File: src/rtl/usb_crc_pkg.sv
package usb_crc_pkg;
  localparam int unsigned SHORT_W = 5;
  localparam int unsigned LONG_W  = 16;

  localparam logic [SHORT_W-1:0] SHORT_POLY  = 5'h05;
  localparam logic [LONG_W-1:0]  LONG_POLY   = 16'h8005;
  localparam logic [SHORT_W-1:0] SHORT_RESID = 5'h0C;
  localparam logic [LONG_W-1:0]  LONG_RESID  = 16'h800D;

  typedef enum logic {
    CRC_SHORT = 1'b0,
    CRC_LONG  = 1'b1
  } crc_kind_e;

  function automatic logic [31:0] low_ones(input int unsigned w);
    logic [31:0] m;
    m = '0;
    for (int i = 0; i < 32; i++) begin
      if (i < w) m[i] = 1'b1;
    end
    return m;
  endfunction
endpackage

File: src/rtl/crc_step_unit.sv
module crc_step_unit #(
  parameter int unsigned REG_W = 16,
  parameter int unsigned SW    = 5,
  parameter int unsigned LW    = 16,
  parameter logic [SW-1:0] SPOLY = 5'h05,
  parameter logic [LW-1:0] LPOLY = 16'h8005
) (
  input  logic [REG_W-1:0] cur,
  input  logic             wide,
  input  logic             din,
  input  logic             emit,
  output logic [REG_W-1:0] nxt,
  output logic             top
);
  localparam logic [REG_W-1:0] SMASK = REG_W'(usb_crc_pkg::low_ones(SW));
  localparam logic [REG_W-1:0] LMASK = REG_W'(usb_crc_pkg::low_ones(LW));
  localparam logic [REG_W-1:0] SPX   = REG_W'(SPOLY);
  localparam logic [REG_W-1:0] LPX   = REG_W'(LPOLY);

  logic [REG_W-1:0] mask;
  logic [REG_W-1:0] poly;
  logic [REG_W-1:0] shifted;
  logic             fb;

  always_comb begin
    top     = wide ? cur[LW-1] : cur[SW-1];
    mask    = wide ? LMASK : SMASK;
    poly    = wide ? LPX : SPX;
    shifted = (cur << 1) & mask;
    fb      = din ^ top;
    if (!emit && fb) nxt = shifted ^ poly;
    else             nxt = shifted;
  end
endmodule

File: src/rtl/crc_residue_cmp.sv
module crc_residue_cmp #(
  parameter int unsigned REG_W = 16,
  parameter int unsigned SW    = 5,
  parameter int unsigned LW    = 16,
  parameter logic [SW-1:0] SRES = 5'h0C,
  parameter logic [LW-1:0] LRES = 16'h800D
) (
  input  logic [REG_W-1:0] cur,
  input  logic             wide,
  output logic             match
);
  always_comb begin
    if (wide) match = (cur[LW-1:0] == LRES);
    else      match = (cur[SW-1:0] == SRES);
  end
endmodule

File: src/rtl/crc_seq_ctrl.sv
module crc_seq_ctrl (
  input  logic clk,
  input  logic rst,
  input  logic run,
  input  logic stb,
  input  logic rx_mode,
  input  logic se0,
  input  logic match,
  output logic advance,
  output logic ok
);
  logic run_d;
  logic halted;
  logic start;
  logic halt_now;

  always_comb begin
    start    = run & ~run_d;
    halt_now = run & rx_mode & se0 & ~halted;
    advance  = run & stb & ~halted & ~halt_now;
  end

  always_ff @(posedge clk) begin
    if (rst) begin
      run_d  <= 1'b0;
      halted <= 1'b0;
      ok     <= 1'b0;
    end else begin
      run_d <= run;
      if (!run)          halted <= 1'b0;
      else if (halt_now) halted <= 1'b1;
      if (halt_now)      ok <= match;
      else if (start)    ok <= 1'b0;
    end
  end
endmodule

File: src/rtl/usb_crc_serial.sv
module usb_crc_serial #(
  parameter int unsigned SW = usb_crc_pkg::SHORT_W,
  parameter int unsigned LW = usb_crc_pkg::LONG_W,
  parameter logic [SW-1:0] SPOLY = usb_crc_pkg::SHORT_POLY,
  parameter logic [LW-1:0] LPOLY = usb_crc_pkg::LONG_POLY,
  parameter logic [SW-1:0] SRES  = usb_crc_pkg::SHORT_RESID,
  parameter logic [LW-1:0] LRES  = usb_crc_pkg::LONG_RESID
) (
  input  logic clk,
  input  logic rst,
  input  logic crc_run,
  input  logic bit_stb,
  input  logic bit_in,
  input  logic wide_sel,
  input  logic rx_mode,
  input  logic se0,
  input  logic emit_sel,
  output logic crc_bit_out,
  output logic crc_ok
);
  localparam int unsigned REG_W = (LW > SW) ? LW : SW;

  logic [REG_W-1:0] crc_q;
  logic [REG_W-1:0] crc_nxt;
  logic             top_bit;
  logic             match;
  logic             advance;

  crc_step_unit #(
    .REG_W(REG_W), .SW(SW), .LW(LW), .SPOLY(SPOLY), .LPOLY(LPOLY)
  ) u_step (
    .cur(crc_q), .wide(wide_sel), .din(bit_in), .emit(emit_sel),
    .nxt(crc_nxt), .top(top_bit)
  );

  crc_residue_cmp #(
    .REG_W(REG_W), .SW(SW), .LW(LW), .SRES(SRES), .LRES(LRES)
  ) u_cmp (
    .cur(crc_q), .wide(wide_sel), .match(match)
  );

  crc_seq_ctrl u_ctrl (
    .clk(clk), .rst(rst), .run(crc_run), .stb(bit_stb),
    .rx_mode(rx_mode), .se0(se0), .match(match),
    .advance(advance), .ok(crc_ok)
  );

  // Register: preset while idle, advance on accepted strobes
  always_ff @(posedge clk) begin
    if (rst || !crc_run) crc_q <= '1;
    else if (advance)    crc_q <= crc_nxt;
  end

  // Emitted bit: complement of the top bit, one per strobe
  always_ff @(posedge clk) begin
    if (rst)                       crc_bit_out <= 1'b0;
    else if (advance && emit_sel)  crc_bit_out <= ~top_bit;
  end
endmodule

File: config.mk
export PLATFORM = sky130hd
export DESIGN_NAME = usb_crc_serial
export DESIGN_NICKNAME = d
export VERILOG_FILES = /design/src/rtl/usb_crc_pkg.sv /design/src/rtl/crc_step_unit.sv /design/src/rtl/crc_residue_cmp.sv /design/src/rtl/crc_seq_ctrl.sv /design/src/rtl/usb_crc_serial.sv
export SDC_FILE = /design/constraint.sdc
export NUM_CORES = 1
export LEC_CHECK = 0
export ABC_AREA = 1
export BUFFER_PORTS_ARGS = -buffer_cell sky130_fd_sc_hd__buf_2
export CORE_MARGIN = 4
export CORE_UTILIZATION = 48
export CTS_CLUSTER_DIAMETER = 30
export DETAILED_ROUTE_END_ITERATION = 10
export PLACE_DENSITY_LB_ADDON = 0.2
export SKIP_CTS_REPAIR_TIMING = 1
export SYNTH_ARGS = -nofsm -noshare
export SYNTH_HDL_FRONTEND = slang
export SYNTH_SLANG_ARGS = --single-unit
export TNS_END_PERCENT = 10
File: constraint.sdc
create_clock -name clk -period 1.4 [get_ports clk]
set_input_delay 0.07 -clock clk [delete_from_list [all_inputs] [get_ports clk]]
set_output_delay 0.07 -clock clk [all_outputs]
set_load 0.005 [all_outputs]
== Word level (Yosys, flattened, before mapping) ==
Cells that the tools add are included.
W data, S select, Z words.
Storage, ports and cells
  register bits after elaboration: 20
  bits of input ports: 9
  logic and storage cells: 36
Cells by class
  mux-type cells: 7
  reduce and logical (&&, ||, !) cells: 7
  bitwise gates (word level): 15
  equality and inequality tests: 2
Operators by type and width (count)
  $mux W16: 3
  $and A16 B16 Y16: 1
  $eq A16 B16 Y1 const B: 1
  $xor A16 B16 Y16: 1
  $and A1 B1 Y1: 7
  $eq A5 B4 Y1 const B: 1
  $not A1 Y1: 5
  $mux W1: 4
  $logic_and A1 B1 Y1: 2
  $logic_not A1 Y1: 2
  $reduce_bool A2 Y1: 1
  $reduce_or A2 Y1: 1
  $logic_or A1 B1 Y1: 1
  $xor A1 B1 Y1: 1

== Depth between registers and ports, before layout ==
  depth after elaboration: 6
  mapped depth: 8
  gate-level depth less buffers: 8

== Modules after synthesis ==
Synthesis repeated with hierarchy kept, for this count alone.
Unflattened totals
  cells, all modules: 164
  area, all modules: 1131.1 um^2
Modules (own cells, without submodules)
  usb_crc_serial: instances 1, cells each 77, area an instance 705.7 um^2
  crc_step_unit: instances 1, cells each 44, area an instance 197.7 um^2
  crc_seq_ctrl: instances 1, cells each 23, area an instance 143.9 um^2
  crc_residue_cmp: instances 1, cells each 20, area an instance 83.8 um^2

== Least setup slack after synthesis ==
Ideal clock, no wire load.
  path type: reg-to-reg
  start point: reg u_ctrl.halted
  end point: reg crc_bit_out
  arrival: 0.879 ns
  setup time: 0.115 ns
  stages on the path, launching flop included: 7
  path buffers: 1
  setup slack: 0.406 ns
  clock period less this slack: 0.994 ns
  cell sequence: dfxtp_1 -> inv_1 -> nand2_2 -> nor2_4 -> buf_2 -> a31oi_1 -> o21a_1
Between the ends
  word-level cells in the longest chain between the ends: 5
Ends and longest elaborated chain
  from (decl): RTL line crc_seq_ctrl.sv:13  | logic halted;
  from (signal assigned): RTL line crc_seq_ctrl.sv:26  | halted <= 1'b0;
  from (signal assigned): RTL line crc_seq_ctrl.sv:30  | if (!run) halted <= 1'b0;
  from (signal assigned): RTL line crc_seq_ctrl.sv:31  | else if (halt_now) halted <= 1'b1;
  $not A1 Y1 (*): RTL line crc_seq_ctrl.sv:19, crc_seq_ctrl.sv:20
  $and A1 B1 Y1: RTL line crc_seq_ctrl.sv:19  | halt_now = run & rx_mode & se0 & ~halted;
  $not A1 Y1: RTL line crc_seq_ctrl.sv:20  | advance = run & stb & ~halted & ~halt_now;
  $and A1 B1 Y1 (*): RTL line crc_seq_ctrl.sv:20
  $logic_and A1 B1 Y1 (*): RTL line usb_crc_serial.sv:57  | else if (advance && emit_sel) crc_bit_out <= ~top_bit;
  to (signal assigned): RTL line usb_crc_serial.sv:57
  to (decl): RTL line usb_crc_serial.sv:18  | output logic crc_bit_out,
Every way passes the cells marked *; elsewhere a longest branch is shown, timed or not.
A chain may end at the register's enable or synchronous reset.

== Worst setup path in the final report ==
  start point: reg u_ctrl.halted
  end point: reg crc_q[9]
Between the ends
  word-level cells in the longest chain between the ends: 4
Ends and longest elaborated chain
  $not A1 Y1 (*): RTL line crc_seq_ctrl.sv:19, crc_seq_ctrl.sv:20
  $and A1 B1 Y1: RTL line crc_seq_ctrl.sv:19
  $not A1 Y1: RTL line crc_seq_ctrl.sv:20
  $and A1 B1 Y1 (*): RTL line crc_seq_ctrl.sv:20
  to (signal assigned): RTL line usb_crc_serial.sv:51  | else if (advance) crc_q <= crc_nxt;
  to (decl): RTL line usb_crc_serial.sv:23  | logic [REG_W-1:0] crc_q;
Marked as above.

==> results.txt <==
- Clk_skew: between 0.003 and 0.004 ns
- After clock tree synthesis, the clock-pin slew on the worst setup and hold paths is ~0.10 ns.
* Count of TritonRoute iterations in the first routing pass: 4
* Share of the synthesized area in the top cell type: a little under half
- Root buffer selected by CTS: sky130_fd_sc_hd__clkbuf_4
- Die width: just over 50 µm
- Measured against its own limit, the worst slew margin works out to between 80% and 90%.
- By count the netlist is led by sky130_fd_sc_hd__nand2_1 (38), sky130_fd_sc_hd__dfxtp_1 (20), sky130_fd_sc_hd__a21oi_1 (12), sky130_fd_sc_hd__inv_1 (12), sky130_fd_sc_hd__nor2_1 (10).
* Net count after synthesis: between 100 and 150
- Count of buffers inserted at the top-level ports: 10
- IR drop worst, VDD: roughly 0.00074 V
- Biggest area consumer among synthesized cells: sky130_fd_sc_hd__dfxtp_1
- Entering global routing, the biggest net connects 15 pins.
- Total I/O pin count: 11
- Routability congestion estimate: 0.7971
- In this run the number of H-tree levels came out at 1.
* Number of pins exceeding their max-slew limit in the final report: 0
- Async S/R FF share, synth: 0%
- Antenna Nets Post-Route: 0
* CP arrival: around 1.4 ns
* Cell count after placement: roughly 150
* Setup repair after global routing missed its margin: no
* Final sum of negative setup slack: 0 ns
- Summed area of non-filler cells in the final layout: 978.4 µm²
- Compared with the post-synthesis result, the final layout area differs by 11.08%.
* Post-Layout Cell Count: about 160
* Nature of the critical path endpoint: flop
* Top post-synthesis cells by area: sky130_fd_sc_hd__dfxtp_1 (45%), sky130_fd_sc_hd__nand2_1 (16%), sky130_fd_sc_hd__a21oi_1 (6.8%)
- Total via count after detailed routing: 772
- The flow ran to the end, and the final reports show no timing, DRC or antenna violations.
- Slew @ Worst Pin: roughly 0.27 ns
* Row count: 15
* Crit path max fanout: 14
- For this design the static power due to leakage is between 0.4 and 0.5 nW.
- Count of distinct cell types in the synthesized netlist: 21
* Startpoint of the worst setup timing path: u_ctrl.halted$_SDFFE_PP0P_
* Clock net sink count: 20
- Post-DR vias/cell: approximately 4.9
- Clock latency on the worst-skew pair, taken at its later pin, is 0.28 ns.
* Total clock buffers created by CTS: 3
- Min Clock Period, post-route: 1.197 ns
- Sequential-to-total area share from yosys stat: around 45%
- Worst hold path class: in2reg
* Total routed wirelength: 1652 µm
* Initial Utilization: between 50% and 60%
* Vertical die dimension: approximately 51 µm
- Summing every instance area after synthesis gives around 880 µm².
- MaxCap Viol Count: 0
* Critical path start-end classification: reg2reg
- Commonest register cell after synthesis: sky130_fd_sc_hd__dfxtp_1
- After synthesis, the mean cell area works out to 7.280 µm².
- Data on the critical path is required at its endpoint by 1.61 ns.
* Fmax: around 840 MHz
* Filler cell count in the final layout: 181
* Register area: roughly 400 µm²
* Power per unit of standard cell area: between 900 and 1000 nW/µm²
- Syn Inst Count: ~120
* First-pass GRT wire length: approximately 2900 µm
* DR iter-0 viols: 21
- Proportion of layout cells with a drive suffix above 1: between 15 and 20%
- The number of antenna diodes in the final layout is 0.
- The die covers about 2600 µm².
- Remaining routing DRC violations: 0
- Dpl cell area: about 950 µm²
- The startpoint identified for the worst hold timing path is rx_mode.
* CTS tree: built
- The worst setup path is launched from a flop.
- Number of global-route vias before repair: about 690
- Setup violations remaining at the end of the flow were counted as 0.
- The total overflow left after global routing is 0.
- Initial antenna violation count: 0
- Drt wl/cell: roughly 10 µm
* Number of synthesized flops with an enable pin: 0
* DP Wirelength: about 1200 µm
* Number of flip-flops and latches in the synthesized netlist: 20
- The multi-input combinational cells in the finished layout cover a total of about 400 µm².
- Core area: 1727 µm²
- Global routing used 14.82% of the available tracks across all layers.
- Final cycle utilization of the critical path: 85.53%
- Yosys warning total: 0
- Count of final hold-check violations: 0
* Layout net count: between 100 and 150
- In this run the deepest clock path goes through 2 buffers.
* Source of the worst register-to-register timing path: u_ctrl.halted$_SDFFE_PP0P_
- sky130_fd_sc_hd__nand2_1 is the most common cell in the netlist.
logic make-up after synthesis:
family / share of synthesized area (%)
AOI/OAI and AO/OA: 14.21
buffers and inverters: 9.515
DFF: 45.45
and+or+nand+nor: 30.82
critical path: stages, from the launching register on:
cell                       delay [ns]
sky130_fd_sc_hd__dfxtp_1         0.31
sky130_fd_sc_hd__inv_1           0.07
sky130_fd_sc_hd__nand2_2         0.08
sky130_fd_sc_hd__nor2_4          0.13
sky130_fd_sc_hd__inv_2           0.13
sky130_fd_sc_hd__nor2_4          0.23
sky130_fd_sc_hd__nand2_1         0.08
sky130_fd_sc_hd__o211ai_1        0.09
through the flow:
step	power, mW	util, %	hold WS [ns]	worst slack (ns)
after floorplan	0.6845	-	0.1391	0.4059
final	0.9546	56.67	0.06721	0.2026
after CTS	0.9635	56.09	-0.03346	0.1929
after global placement	0.7133	54.78	0.2599	0.2892
after detailed placement	0.7152	54.78	0.2725	0.2152
after global routing	1.021	56.67	0.04922	0.08600
final timing paths:
check | depth (start not counted) | endpoint | slack [ns]
worst min register to register | 2 | crc_q[11]$_SDFFE_PP1P_ | 0.47
worst min-delay path | 3 | u_ctrl.halted$_SDFFE_PP0P_ | 0.07
worst max-delay path | 7 | crc_q[9]$_SDFFE_PP1P_ | 0.20
worst max register to register | 7 | crc_q[9]$_SDFFE_PP1P_ | 0.20
power by group:
group          internal, mW  switching [mW]  total [mW]
logic                0.0401          0.0666       0.107
registers             0.586          0.0108       0.597
clock network        0.0997           0.151       0.251
total                 0.726           0.228       0.955
sequential cells by signal, summed over array words and instances, names as in the netlist:
register / count
u_ctrl.run_d: 1
u_ctrl.halted: 1
u_ctrl.ok: 1
crc_bit_out: 1
crc_q: 16
layer usage:
| layer | global-route usage (%) | vias up | share of wire [%] |
|---|---|---|---|
| met1 | 18.51 | 327 | 48 |
| met4 | 5.381 | 0 | 0.48 |
| met5 | 0 | - | 0 |
| li1 | - | 416 | - |
| met2 | 25.00 | 27 | 45 |
| met3 | 3.207 | 2 | 7.1 |
cells in the final DEF (no fill, tap or decap), drive strengths merged, types with 2 or more instances in the layout:
cell,synthesis,layout
nand2,40,40
inv,13,13
o211ai,5,5
nand4,2,2
a21oi,12,12
clkbuf,1,3
buf,3,12
nand3,6,6
dfxtp,20,20
nor2,12,12
cell type report:
type	count	share of cell area, %
inverter	14	5.371
multi-input combinational	83	40.54
sequential	20	40.92
clock buffer	3	2.302
tap	25	3.197
timing repair buffer	13	7.673
(Power assumes the default switching activity.)
